**src/rtl/pm_pkg.sv**
```systemverilog
// Package: shared constants and types for the pattern match engine.
// Assumes a 32-bit register bus and eight slices with 3-bit fields.
package pm_pkg;
    localparam int N_SLICE  = 8;
    localparam int SEL_W    = $clog2(N_SLICE);
    localparam int COND_W   = 3;
    localparam int DATA_W   = 32;
    localparam int ADDR_W   = 8;
    localparam int FIELD_LO = 8;   // first per-slice field bit
    localparam int TERM_LO  = DATA_W - N_SLICE;

    localparam logic [ADDR_W-1:0] OFS_CTRL = 8'h28;
    localparam logic [ADDR_W-1:0] OFS_SRC  = 8'h2C;
    localparam logic [ADDR_W-1:0] OFS_COND = 8'h30;

    typedef enum logic [COND_W-1:0] {
        C_ONE   = 3'd0,
        C_RISE  = 3'd1,
        C_FALL  = 3'd2,
        C_EDGE  = 3'd3,
        C_HIGH  = 3'd4,
        C_LOW   = 3'd5,
        C_ZERO  = 3'd6,
        C_EVENT = 3'd7
    } cond_e;
endpackage

```
**src/rtl/pm_sync.sv**
```systemverilog
// Module: pm_sync
// Synchronizes a bus of asynchronous inputs through STAGES flops and
// derives single-cycle rise and fall strobes from the synchronized level.
// Assumes STAGES >= 1; reset is synchronous and active low.
module pm_sync #(
    parameter int W      = 8,
    parameter int STAGES = 2
) (
    input  logic         clk,
    input  logic         rst_n,
    input  logic [W-1:0] din,
    output logic [W-1:0] level,
    output logic [W-1:0] rise,
    output logic [W-1:0] fall
);
    logic [STAGES-1:0][W-1:0] pipe_q;
    logic [W-1:0]             prev_q;

    // First synchronizer stage samples the raw inputs.
    always_ff @(posedge clk) begin
        if (!rst_n) pipe_q[0] <= '0;
        else        pipe_q[0] <= din;
    end

    genvar s;
    generate
        for (s = 1; s < STAGES; s++) begin : g_stage
            // Further stages shift the sampled value down the chain.
            always_ff @(posedge clk) begin
                if (!rst_n) pipe_q[s] <= '0;
                else        pipe_q[s] <= pipe_q[s-1];
            end
        end
    endgenerate

    // Keeps the previous synchronized level for edge detection.
    always_ff @(posedge clk) begin
        if (!rst_n) prev_q <= '0;
        else        prev_q <= pipe_q[STAGES-1];
    end

    assign level = pipe_q[STAGES-1];
    assign rise  = level & ~prev_q;
    assign fall  = ~level & prev_q;
endmodule

```
**src/rtl/pm_slice.sv**
```systemverilog
// Module: pm_slice
// One bit slice: selects an input, keeps sticky edge flags for it and
// evaluates the configured condition into a single hit bit.
// Assumes clr pulses on any write to the source or condition register.
module pm_slice
    import pm_pkg::*;
#(
    parameter int NIN = N_SLICE
) (
    input  logic                     clk,
    input  logic                     rst_n,
    input  logic                     clr,
    input  logic [$clog2(NIN)-1:0]   src,
    input  cond_e                    cond,
    input  logic [NIN-1:0]           level,
    input  logic [NIN-1:0]           rise,
    input  logic [NIN-1:0]           fall,
    output logic                     hit
);
    logic lvl, r_now, f_now;
    logic rise_seen_q, fall_seen_q;

    assign lvl   = level[src];
    assign r_now = rise[src];
    assign f_now = fall[src];

    // Sticky edge flags: set by edges, cleared only by a config write.
    always_ff @(posedge clk) begin
        if (!rst_n || clr) begin
            rise_seen_q <= 1'b0;
            fall_seen_q <= 1'b0;
        end else begin
            if (r_now) rise_seen_q <= 1'b1;
            if (f_now) fall_seen_q <= 1'b1;
        end
    end

    // Condition decode for this slice.
    always_comb begin
        unique case (cond)
            C_ONE:   hit = 1'b1;
            C_RISE:  hit = rise_seen_q | r_now;
            C_FALL:  hit = fall_seen_q | f_now;
            C_EDGE:  hit = rise_seen_q | fall_seen_q | r_now | f_now;
            C_HIGH:  hit = lvl;
            C_LOW:   hit = ~lvl;
            C_ZERO:  hit = 1'b0;
            C_EVENT: hit = r_now | f_now;
            default: hit = 1'b0;
        endcase
    end

    // a set flag survives every cycle without a config write.
    a_r4_sticky_holds: assert property (@(posedge clk) disable iff (!rst_n)
        ((rise_seen_q || fall_seen_q) && !clr) |=>
            (rise_seen_q || fall_seen_q));

    // a config write leaves both flags clear.
    a_r4_write_clears: assert property (@(posedge clk) disable iff (!rst_n)
        clr |=> (!rise_seen_q && !fall_seen_q));
endmodule

```
**src/rtl/pm_regs.sv**
```systemverilog
// Module: pm_regs
// Register file: control, source and condition registers with a
// combinational read path. Generates the sticky-clear strobe.
// Assumes full-address decode; unmapped offsets read as zero.
module pm_regs
    import pm_pkg::*;
(
    input  logic                              clk,
    input  logic                              rst_n,
    input  logic                              bus_wr,
    input  logic [ADDR_W-1:0]                 bus_addr,
    input  logic [DATA_W-1:0]                 bus_wdata,
    output logic [DATA_W-1:0]                 bus_rdata,
    input  logic [N_SLICE-1:0]                term,
    output logic                              sel_pm,
    output logic                              ev_en,
    output logic [N_SLICE-1:0][SEL_W-1:0]     src_sel,
    output logic [N_SLICE-1:0][COND_W-1:0]    cond_sel,
    output logic [N_SLICE-1:0]                endpoint,
    output logic                              clr
);
    localparam int FIELDS_W = N_SLICE * SEL_W;

    logic                  sel_q, ev_q;
    logic [FIELDS_W-1:0]   src_q, cond_q;
    logic [N_SLICE-2:0]    ep_q;
    logic                  unused_wbit;

    assign unused_wbit = bus_wdata[N_SLICE-1];

    // Control bits; the live term bits are not stored.
    always_ff @(posedge clk) begin
        if (!rst_n) begin
            sel_q <= 1'b0;
            ev_q  <= 1'b0;
        end else if (bus_wr && bus_addr == OFS_CTRL) begin
            sel_q <= bus_wdata[0];
            ev_q  <= bus_wdata[1];
        end
    end

    // Source selector fields.
    always_ff @(posedge clk) begin
        if (!rst_n)                                src_q <= '0;
        else if (bus_wr && bus_addr == OFS_SRC)    src_q <= bus_wdata[FIELD_LO +: FIELDS_W];
    end

    // Condition fields and endpoint flags.
    always_ff @(posedge clk) begin
        if (!rst_n) begin
            cond_q <= '0;
            ep_q   <= '0;
        end else if (bus_wr && bus_addr == OFS_COND) begin
            cond_q <= bus_wdata[FIELD_LO +: FIELDS_W];
            ep_q   <= bus_wdata[N_SLICE-2:0];
        end
    end

    genvar k;
    generate
        for (k = 0; k < N_SLICE; k++) begin : g_field
            assign src_sel[k]  = src_q[k*SEL_W +: SEL_W];
            assign cond_sel[k] = cond_q[k*COND_W +: COND_W];
        end
    endgenerate

    assign endpoint = {1'b1, ep_q};
    assign sel_pm   = sel_q;
    assign ev_en    = ev_q;
    assign clr      = bus_wr && (bus_addr == OFS_SRC || bus_addr == OFS_COND);

    // Read multiplexer.
    always_comb begin
        bus_rdata = '0;
        unique case (bus_addr)
            OFS_CTRL: bus_rdata = {term, {(TERM_LO-2){1'b0}}, ev_q, sel_q};
            OFS_SRC:  bus_rdata = {src_q, {FIELD_LO{1'b0}}};
            OFS_COND: bus_rdata = {cond_q, 1'b0, ep_q};
            default:  bus_rdata = '0;
        endcase
    end
endmodule

```
**src/rtl/pmatch_engine.sv**
```systemverilog
// Module: pmatch_engine (top)
// Chains eight bit slices into product terms split at endpoint flags,
// registers the per-term outputs and the combined event pulse.
// Assumes sig_in is asynchronous; all state resets synchronously to zero.
module pmatch_engine
    import pm_pkg::*;
#(
    parameter int SYNC_STAGES = 2
) (
    input  logic                 clk,
    input  logic                 rst_n,
    input  logic                 bus_wr,
    input  logic [ADDR_W-1:0]    bus_addr,
    input  logic [DATA_W-1:0]    bus_wdata,
    output logic [DATA_W-1:0]    bus_rdata,
    input  logic [N_SLICE-1:0]   sig_in,
    output logic [N_SLICE-1:0]   match_out,
    output logic                 event_out
);
    logic [N_SLICE-1:0]              lvl, rise, fall, hit, run, term, ep;
    logic [N_SLICE-1:0][SEL_W-1:0]   src_sel;
    logic [N_SLICE-1:0][COND_W-1:0]  cond_sel;
    logic                            sel_pm, ev_en, clr, any_q, ev_q;
    logic [N_SLICE-1:0]              match_q;

    pm_sync #(.W(N_SLICE), .STAGES(SYNC_STAGES)) u_sync (
        .clk(clk), .rst_n(rst_n), .din(sig_in),
        .level(lvl), .rise(rise), .fall(fall)
    );

    pm_regs u_regs (
        .clk(clk), .rst_n(rst_n), .bus_wr(bus_wr), .bus_addr(bus_addr),
        .bus_wdata(bus_wdata), .bus_rdata(bus_rdata), .term(term),
        .sel_pm(sel_pm), .ev_en(ev_en), .src_sel(src_sel),
        .cond_sel(cond_sel), .endpoint(ep), .clr(clr)
    );

    genvar k;
    generate
        for (k = 0; k < N_SLICE; k++) begin : g_slice
            pm_slice #(.NIN(N_SLICE)) u_slice (
                .clk(clk), .rst_n(rst_n), .clr(clr),
                .src(src_sel[k]), .cond(cond_e'(cond_sel[k])),
                .level(lvl), .rise(rise), .fall(fall), .hit(hit[k])
            );
        end
    endgenerate

    // AND chain that restarts after every endpoint.
    always_comb begin
        for (int i = 0; i < N_SLICE; i++) begin
            if (i == 0) run[i] = hit[i];
            else        run[i] = hit[i] & (ep[i-1] | run[i-1]);
        end
        term = run & ep;
    end

    // Output register: engine terms or forced low.
    always_ff @(posedge clk) begin
        if (!rst_n) match_q <= '0;
        else        match_q <= sel_pm ? term : '0;
    end

    // Event pulse on each rise of the OR of all terms.
    always_ff @(posedge clk) begin
        if (!rst_n) begin
            any_q <= 1'b0;
            ev_q  <= 1'b0;
        end else begin
            any_q <= |term;
            ev_q  <= ev_en & (|term) & ~any_q;
        end
    end

    assign match_out = match_q;
    assign event_out = ev_q;

    // deselected engine leaves the outputs low on the next cycle.
    a_r7_forced_low: assert property (@(posedge clk) disable iff (!rst_n)
        !sel_pm |=> (match_out == '0));

    // the event output never stays high two cycles running.
    a_r8_single_pulse: assert property (@(posedge clk) disable iff (!rst_n)
        event_out |=> !event_out);

    generate
        for (k = 0; k < N_SLICE - 1; k++) begin : g_ep_chk
            // a match bit needs its slice to have been an endpoint.
            a_r6_endpoint_only: assert property (@(posedge clk)
                disable iff (!rst_n)
                match_out[k] |-> $past(ep[k]));
        end
    endgenerate
endmodule

```
**config.mk**
```make
export PLATFORM = sky130hd
export DESIGN_NAME = pmatch_engine
export DESIGN_NICKNAME = d
export VERILOG_FILES = /design/src/rtl/pm_pkg.sv /design/src/rtl/pm_sync.sv /design/src/rtl/pm_slice.sv /design/src/rtl/pm_regs.sv /design/src/rtl/pmatch_engine.sv
export SDC_FILE = /design/constraint.sdc
export NUM_CORES = 1
export LEC_CHECK = 0
export BUFFER_PORTS_ARGS = -buffer_cell sky130_fd_sc_hd__buf_4
export CAP_MARGIN = 5
export CORE_MARGIN = 2
export CORE_UTILIZATION = 50
export CTS_CLUSTER_DIAMETER = 200
export DETAILED_ROUTE_END_ITERATION = 16
export PLACE_DENSITY = 0.71
export SLEW_MARGIN = 10
export SYNTH_ARGS = -nofsm -noshare
export SYNTH_HDL_FRONTEND = slang
export SYNTH_SLANG_ARGS = --single-unit
```
**constraint.sdc**
```tcl
create_clock -name clk -period 3.4 [get_ports clk]
set_input_delay 0 -clock clk [delete_from_list [all_inputs] [get_ports clk]]
set_output_delay 0 -clock clk [all_outputs]
set_load 0.02 [all_outputs]
```
-- Yosys cells after proc, flatten, opt, wreduce, memory -nomap -nowiden
Cells that the tools add are included.
- flip-flop bits (word level): 107
- word-level logic and storage cells: 246
- magnitude comparators: 8
- equal/unequal tests: 59
- multiplexer cells: 57
- bitwise gates (word level): 78
- reductions and logical operators: 17
- operators with widths (cell ; count):
    $eq A3 B3 Y1 const B ; 32
    $pmux W32 S3 ; 1
    $bmux W1 S3 ; 24
    $pmux W1 S8 ; 8
    $or A1 B1 Y1 ; 55
    $eq A3 B2 Y1 const B ; 16
    $lt A3 B4 Y1 const B ; 8
    $and A8 B8 Y8 ; 3
    $eq A3 B1 Y1 const B ; 8
    $eq A8 B6 Y1 const B ; 3
    $logic_not A3 Y1 ; 8
    $mux W1 ; 24
    $not A8 Y8 ; 2
    $and A1 B1 Y1 ; 9
    $not A1 Y1 ; 9
    $reduce_or A8 Y1 ; 1
    $logic_and A1 B1 Y1 ; 4
    $logic_or A1 B1 Y1 ; 2
    $reduce_and A2 Y1 ; 1
    $logic_not A1 Y1 ; 1

-- Depth between registers and ports, before layout
- word-level depth: 25
- depth in mapped cells: 12
- mapped depth without buffers: 10

-- By module
Synthesis repeated with hierarchy kept, for this count alone.
- cells, all modules: 725
- area total of the unflattened synthesis: 6677.7 µm²
- by module, submodules not included (module ; times used ; cells each ; area an instance (µm²) ; seq. area each (µm²)):
    pm_slice ; 8 ; 39 ; 340.3 ; 40.0
    pm_regs ; 1 ; 279 ; 2632.5 ; 1141.1
    pm_sync ; 1 ; 74 ; 824.5 ; 480.5
    pmatch_engine ; 1 ; 60 ; 498.0 ; 200.2

-- Least setup slack after synthesis
No wires, ideal clock.
- path type: register to output
- start: register u_regs.src_q[11], in the netlist u_regs.src_sel[11]
- end: output bus_rdata[31]
- arrival: 2.781 ns
- setup slack: 0.619 ns
- cell stages (with the launch flop): 11
- path through: dfxtp_1 -> clkbuf_1 -> mux4_2 -> mux2i_1 -> o31ai_1 -> o211ai_2 -> nor3_1 -> or3b_1 -> o31ai_1 -> mux2i_1 -> o21ai_1
- longest elaborated chain between the ends: 16
- elaborated cells between the ends (all ways): 24
- classes of those cells: mux: 8; bitwise: 16
- RTL lines (what ; RTL line ; RTL):
    start: declaration ; pm_regs.sv:25 ; logic [FIELDS_W-1:0] src_q, cond_q;
    start signal: assignment ; pm_regs.sv:45 ; else if (bus_wr && bus_addr == OFS_SRC) src_q <= bus_wdata[FIELD_LO +: FIELDS_W];
    $bmux W1 S3 ; pm_slice.sv:24 ; assign r_now = rise[src];
    $mux W1 (implied by the code) ; pm_slice.sv:24 ;
    $or A1 B1 Y1 (2 in series) ; pm_slice.sv:44 ; C_EDGE: hit = rise_seen_q | fall_seen_q | r_now | f_now;
    $pmux W1 S8 * ; pm_slice.sv:40 ; unique case (cond)
    $and A1 B1 Y1 * ; pmatch_engine.sv:53 ; else run[i] = hit[i] & (ep[i-1] | run[i-1]);
    $or A1 B1 Y1 * ; pmatch_engine.sv:53 ;
    $and A1 B1 Y1 * ; pmatch_engine.sv:53 ;
    $or A1 B1 Y1 * ; pmatch_engine.sv:53 ;
    $and A1 B1 Y1 * ; pmatch_engine.sv:53 ;
    $or A1 B1 Y1 * ; pmatch_engine.sv:53 ;
    $and A1 B1 Y1 * ; pmatch_engine.sv:53 ;
    $or A1 B1 Y1 * ; pmatch_engine.sv:53 ;
    $and A1 B1 Y1 * ; pmatch_engine.sv:53 ;
    $and A8 B8 Y8 * ; pmatch_engine.sv:55 ; term = run & ep;
    $pmux W32 S3 * ; pm_regs.sv:75 ; unique case (bus_addr)
    end: declaration ; pmatch_engine.sv:15 ; output logic [DATA_W-1:0] bus_rdata,
Every way passes the cells marked *; elsewhere a longest branch is shown, timed or not. The select of a mux whose other input is x is not followed.

-- Worst setup path in the final report
- start: register u_sync.pipe_q (netlist bit u_sync.level[1])
- end: output bus_rdata[31]
- longest elaborated chain between the ends: 22
- elaborated cells between the ends (all ways): 123
- classes of those cells: mux: 57; bitwise: 66
- RTL lines (what ; RTL line ; RTL):
    start: declaration ; pm_sync.sv:16 ; logic [STAGES-1:0][W-1:0] pipe_q;
    start signal: indexed assignment ; pm_sync.sv:31 ; else pipe_q[s] <= pipe_q[s-1];
    $and A8 B8 Y8 / $not A8 Y8 (equally long branches) ; pm_sync.sv:43, pm_sync.sv:44 ;
    $bmux W1 S3 / $and A8 B8 Y8 (equally long branches) ; pm_slice.sv:24, pm_sync.sv:44 ;
    $mux W1 (implied by the code) / $bmux W1 S3 (equally long branches) ; pm_slice.sv:24, pm_slice.sv:25 ;
    $or A1 B1 Y1 / $mux W1 (equally long branches) ; pm_slice.sv:44, pm_slice.sv:25 ;
    $or A1 B1 Y1, on equally long branches ; pm_slice.sv:44, pm_slice.sv:43, pm_slice.sv:48 ;
    $pmux W1 S8 ; pm_slice.sv:40 ;
    $or A1 B1 Y1 ; pmatch_engine.sv:53 ;
    $and A1 B1 Y1 ; pmatch_engine.sv:53 ;
    (+6 left out) ; -- ;
    $or A1 B1 Y1 ; pmatch_engine.sv:53 ;
    $and A1 B1 Y1 ; pmatch_engine.sv:53 ;
    $or A1 B1 Y1 ; pmatch_engine.sv:53 ;
    $and A1 B1 Y1 ; pmatch_engine.sv:53 ;
    $or A1 B1 Y1 ; pmatch_engine.sv:53 ;
    $and A1 B1 Y1 * ; pmatch_engine.sv:53 ;
    $and A8 B8 Y8 * ; pmatch_engine.sv:55 ;
    $pmux W32 S3 * ; pm_regs.sv:75 ;
Marked as above.

==> reports/results.md <==
## GRT
- total routing resource utilization after global routing: 0.288
- number of global-route vias before repair: 6,223
- global-route wire length before repair: 32.6 mm
- total congestion overflow: 0
- maximum number of pins on one net before global-route repair: 87
- initial antenna violation count: 0

## Route
- initial detailed-routing violation count: 632
- Max Used Layer: met4
- met3 WL post-DR: 1.21 mm
- residual antenna-violating net count after detailed routing: 0
- WL/cell: 19.2 µm
- met2 routed WL: 10.2 mm
- via count: 6,329
- ratio of routed vias to standard cells: 6.01
- Routed WL: 20.2 mm
- first drt pass iteration count: 7
- DRC violation count after routing: 0
- routed metal-1 wirelength: 8.43 mm

## Synth
- Yosys cell types: 79
- yosys synthesis warning count: 0
- net count of the mapped netlist: 809
- number of enable-type register cells in the synthesized netlist: 0
- biggest area contributors in the synthesized netlist: sky130_fd_sc_hd__dfxtp_1 (32%), sky130_fd_sc_hd__mux4_2 (12%), sky130_fd_sc_hd__nand2_1 (8.0%)
- Post-Synthesis Cells: 758
- flip-flop cell with the highest count after synthesis: sky130_fd_sc_hd__dfxtp_1
- flip-flop and latch count after synthesis: 107
- mean post-synth cell area: 8.84 µm²
- Synth async-reset ratio: 0
- synthesized cell area: 0.00670 mm²
- top-area cell type share of the netlist area: 0.320
- leading area contributor after synthesis: sky130_fd_sc_hd__dfxtp_1
- register area share after synthesis: 0.320

## Critical path
- sequence of cells on the critical path: nand2b_4, mux4_2, and3b_1, o32ai_4, nor4_4, o21ai_2, or3b_4, o31ai_4, mux2i_1, o21ai_1, buf_4
- setup slack of the worst register-to-register path: 180 ps
- number of stages on the worst setup path: 11
- required time of the worst setup path: 3400 ps
- startpoint of the lowest-slack register-to-register path: u_sync.level[7]
- CP Buf/Inv Count: 1
- Critical Path Slowest Stage Cell: sky130_fd_sc_hd__mux4_2
- type of origin of the critical path: flip-flop
- r2r worst-path depth: 12
- CP Max Fanout: 10
- Critical Path Start: u_sync.level[1]
- Worst R2R End: any_q
- Crit path arrival time: 3320 ps
- endpoint class of the critical path: output pin
- type of the worst setup path: flip-flop to output pin
- max incr delay on CP: 510 ps
- family with the most delay on the worst path: simple AND/OR/NAND/NOR gates

## Die
- overall die height: 120 µm
- area of the core: 0.0131 mm²
- Row Count: 42
- number of top-level design ports: 92
- horizontal die dimension: 120 µm
- Die ar.: 0.0143 mm²
- Initial Util: 0.510

## Timing
- Final setup viols: 0
- transition time at the pin with the least slew margin: 790 ps
- max-slew violation count: 0
- Worst slew margin: 0.472
- clock skew: 9.47 ps
- Max Freq: 301 MHz
- Final Cycle Share: 0.976
- final worst hold slack: 180 ps
- RSZ-0062 raised after global routing: true
- total count of hold-check failures in the final report: 0
- summed negative setup slack over all endpoints: 0 ps
- clock period minus final worst setup slack: 3320 ps

## Placed design
- post-placement cell count: 992
- GPL Wtd Cong: 0.950
- buffers added on ports: 89
- post-detail-place hpwl: 13.9 mm
- standard cell area after detailed placement: 0.00757 mm²

## Min path
- Hold Crit Depth: 3
- end of the worst hold path: event_out
- type of the worst min-delay path: input pin to flip-flop
- beginning of the worst hold path: rst_n

## Clock network
- clock insertion delay at the later pin of the skew report: 370 ps
- Num Clock Sinks: 107
- number of buffers created by CTS: 9
- maximum root-to-sink buffer count: 2
- TritonCTS clock tree: yes
- Clock H-tree levels: 3
- library cell used as clock root buffer: sky130_fd_sc_hd__clkbuf_16
- Clock transition at path regs: 80 ps

## Finish
- Diodes inserted: 0
- post-layout instance count excluding filler cells: 1,053
- Synth-to-Final Area Change: 27.5%
- count of nets after finishing: 923
- fraction of final layout cells sized beyond drive strength 1: 0.293
- layout filler cell count: 1,118
- Layout Cell Area excl Fill: 0.00854 mm²

## Job
- max-cap viol count: 0

## Power
- leakage component of the power: 3.03 nW
- worst supply voltage drop on vdd: 0.000275 V
- power per standard cell area: 304 mW/mm²

## Status
- status: finished, final reports clean

-- sequential cells by signal, summed over array words and instances (netlist names) --
register and flops:
u_regs.cond_sel 24, u_regs.src_sel 24, u_sync.pipe_q 8, u_regs.sel_pm 1, u_regs.ep_q 7, g_slice.u_slice.rise_seen_q 8, event_out 1, u_regs.ev_en 1
u_sync.prev_q 8, match_out 8, any_q 1, u_sync.level 8, g_slice.u_slice.fall_seen_q 8
-- timing repair --
action | CTS | global route
setup endpoints to repair | 6 | 8
resized for setup | 28 | 50
hold buffers | 40 | 0
pin swaps | 3 | 7
buffers inserted | 0 | 5
endpoints found under the hold margin | 65 | 0
-- metrics by stage --
step                 util  power, W  setup slack [ps]
floorplan               -   0.00144               619
global placement    0.576   0.00152               145
detailed placement  0.576   0.00153              91.4
CTS                 0.635   0.00260              9.31
global route        0.650   0.00268             -21.1
finish              0.650   0.00259              82.2
-- kinds of logic after synthesis --
| logic type | after synthesis | share of synthesized area |
|---|---|---|
| other | 1 | 0.000560 |
| buffers and inverters | 91 | 0.0560 |
| xor gates and xnor gates | 11 | 0.0144 |
| adders and majority gates | 2 | 0.00318 |
| and+or+nand+nor | 309 | 0.231 |
| DFF | 107 | 0.320 |
| AOI/OAI and AO/OA | 176 | 0.198 |
| muxes | 61 | 0.177 |
-- worst register-to-register path, stage by stage (launching register included) --
cell,delay (ps)
sky130_fd_sc_hd__dfxtp_2,350
sky130_fd_sc_hd__nor2b_2,200
sky130_fd_sc_hd__buf_4,160
sky130_fd_sc_hd__mux4_2,450
sky130_fd_sc_hd__mux2_4,280
sky130_fd_sc_hd__or3_1,320
sky130_fd_sc_hd__a211oi_2,260
sky130_fd_sc_hd__a21o_1,210
sky130_fd_sc_hd__a21boi_2,200
sky130_fd_sc_hd__o221ai_2,110
sky130_fd_sc_hd__nor4b_2,360
sky130_fd_sc_hd__buf_4,170
sky130_fd_sc_hd__nor2b_1,40
-- cell usage after synthesis, types with 3 or more instances --
master	instances
sky130_fd_sc_hd__mux4_1	7
sky130_fd_sc_hd__o221ai_1	6
sky130_fd_sc_hd__mux2_2	4
sky130_fd_sc_hd__o211ai_1	3
sky130_fd_sc_hd__o31ai_1	6
sky130_fd_sc_hd__buf_2	9
sky130_fd_sc_hd__o2111ai_1	3
sky130_fd_sc_hd__nand3_1	10
sky130_fd_sc_hd__clkbuf_1	51
sky130_fd_sc_hd__nand2b_1	19
sky130_fd_sc_hd__a21oi_1	18
sky130_fd_sc_hd__nor4bb_1	3
sky130_fd_sc_hd__and3_1	3
sky130_fd_sc_hd__a21boi_0	58
sky130_fd_sc_hd__nor2b_1	13
sky130_fd_sc_hd__a211oi_1	3
sky130_fd_sc_hd__and2_1	32
sky130_fd_sc_hd__a22o_1	22
sky130_fd_sc_hd__nor2_1	40
sky130_fd_sc_hd__or3b_1	3
sky130_fd_sc_hd__a31oi_1	5
sky130_fd_sc_hd__xnor2_1	6
sky130_fd_sc_hd__nor3b_1	6
sky130_fd_sc_hd__mux4_2	36
sky130_fd_sc_hd__inv_1	24
sky130_fd_sc_hd__nor3_1	7
sky130_fd_sc_hd__or3_1	3
sky130_fd_sc_hd__o21ai_0	9
sky130_fd_sc_hd__xor2_1	5
sky130_fd_sc_hd__dfxtp_1	107
sky130_fd_sc_hd__o22ai_1	4
sky130_fd_sc_hd__o21ai_1	7
sky130_fd_sc_hd__nand3b_1	10
sky130_fd_sc_hd__a21o_1	5
sky130_fd_sc_hd__nand2_1	142
sky130_fd_sc_hd__mux2i_1	13
-- cell type report --
class                   count  area (µm²)  share of cell area
flip-flops and latches    107        2190               0.256
well taps                 176         220              0.0258
inverters                  25        93.8              0.0110
repair buffers            169        1370               0.160
multi-input cells         560        4370               0.512
clock inverters             7        71.3             0.00835
clock buffers               9         225              0.0264
-- layer usage --
layer / vias up / GRT usage
li1: 2937 / -
met1: 3093 / 0.378
met2: 268 / 0.488
met3: 31 / 0.0394
met4: 0 / 0.0985
met5: - / 0
-- power by group --
part | switching, W | total (W) | internal, W
sequential | 0.0000272 | 0.00130 | 0.00127
combinational | 0.000103 | 0.000252 | 0.000150
clock | 0.000524 | 0.00104 | 0.000518
-- layout by cell type, fill, tap and decap left out, types with 6 or more instances in the layout --
cell type and n:
sky130_fd_sc_hd__nand2_1 142, sky130_fd_sc_hd__buf_4 129, sky130_fd_sc_hd__dfxtp_1 83, sky130_fd_sc_hd__a21boi_0 58, sky130_fd_sc_hd__nor2_1 40, sky130_fd_sc_hd__dlygate4sd3_1 40
sky130_fd_sc_hd__mux4_2 37, sky130_fd_sc_hd__and2_1 32, sky130_fd_sc_hd__inv_1 24, sky130_fd_sc_hd__a22o_1 22, sky130_fd_sc_hd__dfxtp_2 18, sky130_fd_sc_hd__a21oi_1 16
sky130_fd_sc_hd__nand2b_1 12, sky130_fd_sc_hd__nand3b_1 10, sky130_fd_sc_hd__nand3_1 10, sky130_fd_sc_hd__nor2b_1 9, sky130_fd_sc_hd__clkbuf_16 9, sky130_fd_sc_hd__mux2i_1 8
sky130_fd_sc_hd__nand2b_4 7, sky130_fd_sc_hd__o21ai_1 7, sky130_fd_sc_hd__nor3b_1 6, sky130_fd_sc_hd__nor3_1 6, sky130_fd_sc_hd__xnor2_1 6, sky130_fd_sc_hd__mux4_1 6
sky130_fd_sc_hd__o21ai_0 6, sky130_fd_sc_hd__dfxtp_4 6
-- how the worst max path moves through the flow --
| stage | end |
|---|---|
| floorplan | bus_rdata[31] |
| global placement | event_out |
| detailed placement | event_out |
| CTS | bus_rdata[30] |
| global route | bus_rdata[31] |
| finish | bus_rdata[31] |
Power figures use the tool's default switching activity.
